==> src/rtl/frt_pkg.sv <==
package frt_pkg;
  localparam int CNT_W  = 16;
  localparam int ADDR_W = 3;
  localparam int NCH    = 2;

  localparam logic [1:0] MODE_FREE = 2'b01;

  localparam logic [ADDR_W-1:0] A_CTRL = 3'd0;
  localparam logic [ADDR_W-1:0] A_STAT = 3'd1;
  localparam logic [ADDR_W-1:0] A_CH0  = 3'd2;
  localparam logic [ADDR_W-1:0] A_CNT  = 3'd4;

  typedef struct packed {
    logic [NCH-1:0] tgl_en;
    logic           dflt;
    logic           oe;
    logic [NCH-1:0] cap_mode;
    logic [1:0]     mode;
  } ctrl_t;

  localparam int CTRL_W = $bits(ctrl_t);
endpackage

==> src/rtl/frt_counter.sv <==
module frt_counter #(
  parameter int W = 16
) (
  input  logic         clk_i,
  input  logic         rst_ni,
  input  logic         run_i,
  input  logic         en_i,
  input  logic         clr_ovf_i,
  output logic [W-1:0] cnt_o,
  output logic         ovf_o
);
  logic [W-1:0] cnt_q;
  logic         ovf_q;
  logic         wrap;

  assign wrap = run_i & en_i & (cnt_q == {W{1'b1}});

  always_ff @(posedge clk_i or negedge rst_ni) begin
    if (!rst_ni) begin
      cnt_q <= '0;
      ovf_q <= 1'b0;
    end else begin
      if (!run_i)    cnt_q <= '0;
      else if (en_i) cnt_q <= cnt_q + 1'b1;
      // hardware set wins over software clear
      if (wrap)           ovf_q <= 1'b1;
      else if (clr_ovf_i) ovf_q <= 1'b0;
    end
  end

  assign cnt_o = cnt_q;
  assign ovf_o = ovf_q;

  p_stop_r1: assert property (@(posedge clk_i) disable iff (!rst_ni)
    !run_i |=> cnt_o == '0);
  p_hold_r2: assert property (@(posedge clk_i) disable iff (!rst_ni)
    (run_i && !en_i) |=> cnt_o == $past(cnt_o));
  p_wrap_r3: assert property (@(posedge clk_i) disable iff (!rst_ni)
    (run_i && en_i && cnt_o == {W{1'b1}}) |=> (cnt_o == '0 && ovf_o));
  p_sticky_r4: assert property (@(posedge clk_i) disable iff (!rst_ni)
    (ovf_o && !clr_ovf_i) |=> ovf_o);
endmodule

==> src/rtl/frt_channel.sv <==
module frt_channel #(
  parameter int W      = 16,
  parameter int SYNC_N = 2
) (
  input  logic         clk_i,
  input  logic         rst_ni,
  input  logic         tick_i,
  input  logic [W-1:0] cnt_i,
  input  logic         cap_mode_i,
  input  logic         cap_i,
  input  logic         wr_i,
  input  logic [W-1:0] wdata_i,
  output logic [W-1:0] val_o,
  output logic         match_o,
  output logic         irq_o
);
  logic [SYNC_N:0] sh_q;
  logic [W-1:0]    val_q;
  logic            irq_q;
  logic            rise, capt;

  assign rise    = sh_q[SYNC_N-1] & ~sh_q[SYNC_N];
  assign capt    = rise & cap_mode_i;
  assign match_o = tick_i & ~cap_mode_i & (cnt_i == val_q);

  always_ff @(posedge clk_i or negedge rst_ni) begin
    if (!rst_ni) begin
      sh_q  <= '0;
      val_q <= '0;
      irq_q <= 1'b0;
    end else begin
      sh_q  <= {sh_q[SYNC_N-1:0], cap_i};
      irq_q <= match_o | capt;
      if (capt)      val_q <= cnt_i;
      else if (wr_i) val_q <= wdata_i;
    end
  end

  assign val_o = val_q;
  assign irq_o = irq_q;

  p_irq_pulse_r5: assert property (@(posedge clk_i) disable iff (!rst_ni)
    irq_o |=> !irq_o);
  p_match_irq_r5: assert property (@(posedge clk_i) disable iff (!rst_ni)
    match_o |=> irq_o);
  p_capture_r7: assert property (@(posedge clk_i) disable iff (!rst_ni)
    capt |=> val_o == $past(cnt_i));
endmodule

==> src/rtl/frt_out_ctrl.sv <==
module frt_out_ctrl #(
  parameter int NCH = 2
) (
  input  logic           clk_i,
  input  logic           rst_ni,
  input  logic [NCH-1:0] match_i,
  input  logic [NCH-1:0] tgl_en_i,
  input  logic           oe_i,
  input  logic           dflt_i,
  output logic           pin_o
);
  logic pin_q;
  logic flip;

  assign flip = ^(match_i & tgl_en_i);

  always_ff @(posedge clk_i or negedge rst_ni) begin
    if (!rst_ni)   pin_q <= 1'b0;
    else if (oe_i) pin_q <= pin_q ^ flip;
    else           pin_q <= dflt_i;
  end

  assign pin_o = pin_q;

  p_default_r10: assert property (@(posedge clk_i) disable iff (!rst_ni)
    !oe_i |=> pin_o == $past(dflt_i));
  p_quiet_r9: assert property (@(posedge clk_i) disable iff (!rst_ni)
    (oe_i && (match_i & tgl_en_i) == '0) |=> $stable(pin_o));
endmodule

==> src/rtl/frt_cc_timer.sv <==
module frt_cc_timer
  import frt_pkg::*;
#(
  parameter int CW     = CNT_W,
  parameter int SYNC_N = 2
) (
  input  logic              clk_i,
  input  logic              rst_ni,
  input  logic              cnt_en_i,
  input  logic              we_i,
  input  logic [ADDR_W-1:0] addr_i,
  input  logic [CW-1:0]     wdata_i,
  output logic [CW-1:0]     rdata_o,
  input  logic [NCH-1:0]    cap_i,
  output logic [NCH-1:0]    irq_o,
  output logic              pin_o
);
  ctrl_t          ctrl_q;
  logic           run, tick, ovf, clr_ovf;
  logic [CW-1:0]  cnt;
  logic [CW-1:0]  val [NCH];
  logic [NCH-1:0] match;

  always_ff @(posedge clk_i or negedge rst_ni) begin
    if (!rst_ni)                       ctrl_q <= '0;
    else if (we_i && addr_i == A_CTRL) ctrl_q <= ctrl_t'(wdata_i[CTRL_W-1:0]);
  end

  assign run     = (ctrl_q.mode == MODE_FREE);
  assign tick    = run & cnt_en_i;
  assign clr_ovf = we_i & (addr_i == A_STAT) & wdata_i[0];

  frt_counter #(.W(CW)) u_cnt (
    .clk_i     (clk_i),
    .rst_ni    (rst_ni),
    .run_i     (run),
    .en_i      (cnt_en_i),
    .clr_ovf_i (clr_ovf),
    .cnt_o     (cnt),
    .ovf_o     (ovf)
  );

  for (genvar k = 0; k < NCH; k++) begin : g_ch
    logic wr;
    assign wr = we_i & (addr_i == A_CH0 + ADDR_W'(k));
    frt_channel #(.W(CW), .SYNC_N(SYNC_N)) u_ch (
      .clk_i      (clk_i),
      .rst_ni     (rst_ni),
      .tick_i     (tick),
      .cnt_i      (cnt),
      .cap_mode_i (ctrl_q.cap_mode[k]),
      .cap_i      (cap_i[k]),
      .wr_i       (wr),
      .wdata_i    (wdata_i),
      .val_o      (val[k]),
      .match_o    (match[k]),
      .irq_o      (irq_o[k])
    );
  end

  frt_out_ctrl #(.NCH(NCH)) u_out (
    .clk_i    (clk_i),
    .rst_ni   (rst_ni),
    .match_i  (match),
    .tgl_en_i (ctrl_q.tgl_en),
    .oe_i     (ctrl_q.oe),
    .dflt_i   (ctrl_q.dflt),
    .pin_o    (pin_o)
  );

  always_comb begin
    rdata_o = '0;
    if (addr_i == A_CTRL)      rdata_o = CW'(ctrl_q);
    else if (addr_i == A_STAT) rdata_o = CW'(ovf);
    else if (addr_i == A_CNT)  rdata_o = cnt;
    else
      for (int k = 0; k < NCH; k++)
        if (addr_i == A_CH0 + ADDR_W'(k)) rdata_o = val[k];
  end

  p_no_match_stopped_r1: assert property (@(posedge clk_i) disable iff (!rst_ni)
    !run |-> match == '0);
  p_capmode_quiet_r8: assert property (@(posedge clk_i) disable iff (!rst_ni)
    (match & ctrl_q.cap_mode) == '0);
endmodule

==> config.mk <==
export PLATFORM = sky130hd
export DESIGN_NAME = frt_cc_timer
export DESIGN_NICKNAME = d
export VERILOG_FILES = /design/src/rtl/frt_pkg.sv /design/src/rtl/frt_counter.sv /design/src/rtl/frt_channel.sv /design/src/rtl/frt_out_ctrl.sv /design/src/rtl/frt_cc_timer.sv
export SDC_FILE = /design/constraint.sdc
export NUM_CORES = 1
export LEC_CHECK = 0
export BUFFER_PORTS_ARGS = -buffer_cell sky130_fd_sc_hd__buf_2
export CORE_MARGIN = 10
export CORE_UTILIZATION = 50
export CTS_BUF_LIST = sky130_fd_sc_hd__clkbuf_16
export CTS_CLUSTER_DIAMETER = 80
export DETAILED_ROUTE_END_ITERATION = 8
export GPL_TIMING_DRIVEN = 0
export PLACE_DENSITY = 0.78
export SLEW_MARGIN = 0
export SYNTH_ARGS = -nofsm -noshare
export SYNTH_HDL_FRONTEND = slang
export SYNTH_HIERARCHICAL = 1
export SYNTH_SLANG_ARGS = --single-unit
==> constraint.sdc <==
create_clock -name clk_i -period 3 [get_ports clk_i]
set_clock_uncertainty 0.2 [all_clocks]
set_input_delay 0.3 -clock clk_i [delete_from_list [all_inputs] [get_ports clk_i]]
set_output_delay 0.3 -clock clk_i [all_outputs]
set_load 0.02 [all_outputs]
==> results_dict.tcl <==
set metrics [dict create \
    outcome "completed" \
    grt_overflow_total 0 \
    ys_ff_latch 66 \
    synthesis.area_mm2 0.003847 \
    top_layer "met4" \
    ratio_of_final_minimum_period_to_clock_period_pct 85.48 \
    synth_area_per_cell_um2 10.51 \
    finalInstanceArea_mm2 0.004557 \
    num_vias 3047 \
    period_needed_ns 2.564 \
    drv.max_cap_violation_count 0 \
    grt_setup_unrepaired "false" \
    critical_path.startpoint "ctrl_q[0]" \
    router_iterations_before_antenna_repair 4 \
    share_of_the_core_filled_with_cells_in_the_final_layout_pct 61.83 \
    synth.top_cell.area_share_pct 42.93 \
    endpoint_kind "flip-flop" \
    globalplace.congestion 0.8800 \
    initialDrtViolationCount 232 \
    fp.dieArea_mm2 0.01160 \
    numCtsBuffers 9 \
    antenna_cells 0 \
    clk_pin_slew_ns 0.06 \
    io_pins 44 \
    yosysWarningCount 6 \
    buffer_ports.inserted 42 \
    grtUsageTotal_pct 18.55 \
    crit_path_max_fanout 10 \
    cp.arrival_ns 2.62 \
    ctsHtreeMaxLevel 3 \
    timing.final.setup_violations 0 \
    floorplan.core_area_mm2 0.007370 \
    detailroute.wirelength.met3_um 800 \
    hpwlAfterDp_um 7342 \
    post_drt_via_cell_ratio 5.793 \
    synth_area_leaders "dfrtp_1 43%, mux2i_1 13%, xor2_1 7.3%" \
    clock_sink_count 66 \
    final_net_count 448 \
    antenna_found_initial 0 \
    critical_path_class "reg -> reg" \
    grt_max_degree 67 \
    cts.root.buffer_cell "clkbuf_16" \
    post_synth_inst_count 366 \
    endpoint "u_out/pin_o" \
    timing_worst_slew_pin_value_ns 0.8490 \
    max_slew_margin_pct 43.40 \
    r2r.worst_path.cells 7 \
    cts_max_path_buffers 2 \
    final.setup.worst_slack_ns 0.4356 \
    wire_length_on_met2_um 5163 \
    yosys-top-cells-count "66 x dfrtp_1, 49 x mux2i_1, 35 x a21oi_1" \
    hold_viol 0 \
    cts_tree "built" \
    peakVddDrop_uv 374.5 \
    layout-drive-gt1-share_pct 21.08 \
    floorplan.initialDensity_pct 52.21 \
    cp.required_ns 3.05 \
    synthDistinctLibCells 44 \
    power_per_cell_area_mw_per_mm2 694.0 \
    synth_area_leader_cell "dfrtp_1" \
    synth_edf_count 0 \
    num_rows 31 \
    drt-total-wl_um 10520 \
    worst_skew_pair.late_latency_ns 0.33 \
    critical_path.reg2reg.endpoint "u_out/pin_o" \
    place_worst_setup_slack_ns 0.4796 \
    timing.final.max_slew_violations 0 \
    async_sr_flop_fraction_pct 100.0 \
    regToRegStartpoint "ctrl_q[0]" \
    layout-area-overhead-vs-synth_pct 18.44 \
    synth_top_flop_cell "dfrtp_1" \
    wl_met1_um 4360 \
    static-leakage-power_nw 2.119 \
    grt_first_pass_wirelength_um 17040 \
    drtAntennaViolNets 0 \
    tns_ns 0 \
    start_kind "flip-flop" \
    holdCritPathClass "in -> reg" \
    timing.hold.worst.start "wdata_i[4]" \
    first_global_vias 3249 \
    drc 0 \
    dieHeight_um 107.7 \
    fin_hold_ws_ns 0.03944 \
    chipWidth_um 107.7 \
    dpl_cell_area_mm2 0.004184 \
    total_nets_after_synthesis 392 \
    timing.fmax_ghz 0.3899 \
    synth_sequential_area_ratio_pct 42.93 \
    routed_len_inst_um 19.99 \
    ff2ff_setup_slack_ns 0.44 \
    hold_path_depth 2 \
    cts_setup_buffers 0 \
    post-synth-top-count-cell "dfrtp_1" \
]
[worst min-delay path by stage]
stage / to / slack (ns)
after CTS: ctrl_q[4] / 0.04
after global placement: g_ch[1].u_ch/sh_q[1] / 0.13
after floorplan: ctrl_q[0] / -0.20
final: ctrl_q[4] / 0.04
after detailed placement: g_ch[1].u_ch/sh_q[1] / 0.13
after global routing: ctrl_q[4] / 0.05
[placed cells by master (no fill, tap or decap), types with 3 or more instances in the layout]
master and n:
a21oi_1 35, a22oi_1 8, and2_1 13, buf_2 47
buf_4 3, bufinv_16 3, clkbuf_1 9, clkbuf_16 9
clkinvlp_4 3, dfrtp_1 66, dlygate4sd3_1 3, inv_1 5
mux2_2 8, mux2i_1 49, nand2_1 12, nand2b_1 3
nand3_1 4, nand4_1 3, nor2_1 34, nor2b_1 3
nor3_1 7, nor4_1 6, nor4_2 3, o21ai_0 3
o22ai_1 7, o2bb2ai_1 8, xnor2_1 12, xor2_1 32
[where the power goes]
part           total [W]  internal (W)  switching [W]
logic           0.000698      0.000319       0.000379
registers        0.00126       0.00108       0.000186
clock network    0.00120      0.000809       0.000391
[timing repair]
| action | in CTS | in global routing |
|---|---|---|
| hold buffers | 3 | 0 |
| gates resized for setup | 0 | 0 |
| hold endpoints to repair | 68 | 0 |
[layer usage]
metal  global-route usage (%)  up-vias
met5                        0        -
met4                    6.489        0
met3                    4.431       16
met2                    31.14      103
met1                    22.64     1515
li1                         -     1413
[critical path: stages, from the launching register on]
cell and delay, ns:
dfrtp_1 0.41, nor2b_1 0.53, and2_1 0.28, nand4b_1 0.18, nor3_1 0.32, nand2_2 0.09, xnor3_1 0.33, mux2i_1 0.14
[flip-flops by register name, indices dropped and copies added (netlist names)]
| signal | cells |
|---|---|
| g_ch.u_ch/val_o | 32 |
| u_cnt/ovf_o | 1 |
| u_out/pin_o | 1 |
| g_ch.u_ch/irq_o | 2 |
| u_cnt/cnt_o | 16 |
| g_ch.u_ch/sh_q | 6 |
| ctrl_q | 8 |
[logic make-up after synthesis]
| family | after synthesis | synth area share [%] |
|---|---|---|
| compound gates | 66 | 10.73 |
| xor+xnor | 45 | 10.60 |
| fa+ha+maj | 1 | 0.3252 |
| buf+inv | 24 | 3.122 |
| flops | 66 | 42.93 |
| mux | 57 | 15.09 |
| simple gates | 107 | 17.20 |
[cell type report]
type,instances,area [um^2]
fill,610,2813
multi-input combinational,276,2076
sequential,66,1652
timing repair buffer,45,242.7
clock buffer,9,225.2
tap,99,123.9
clock inverter,7,117.6
buffer,19,101.3
inverter,5,18.77
[stage by stage]
| stage | total power (W) | instances |
|---|---|---|
| after global routing | 0.003297 | 526 |
| after CTS | 0.003162 | 526 |
| final | 0.003162 | 526 |
| after global placement | 0.001925 | 507 |
| after floorplan | 0.001725 | 366 |
| after detailed placement | 0.001958 | 507 |
No activity file was read; power rests on OpenSTA's default activity.
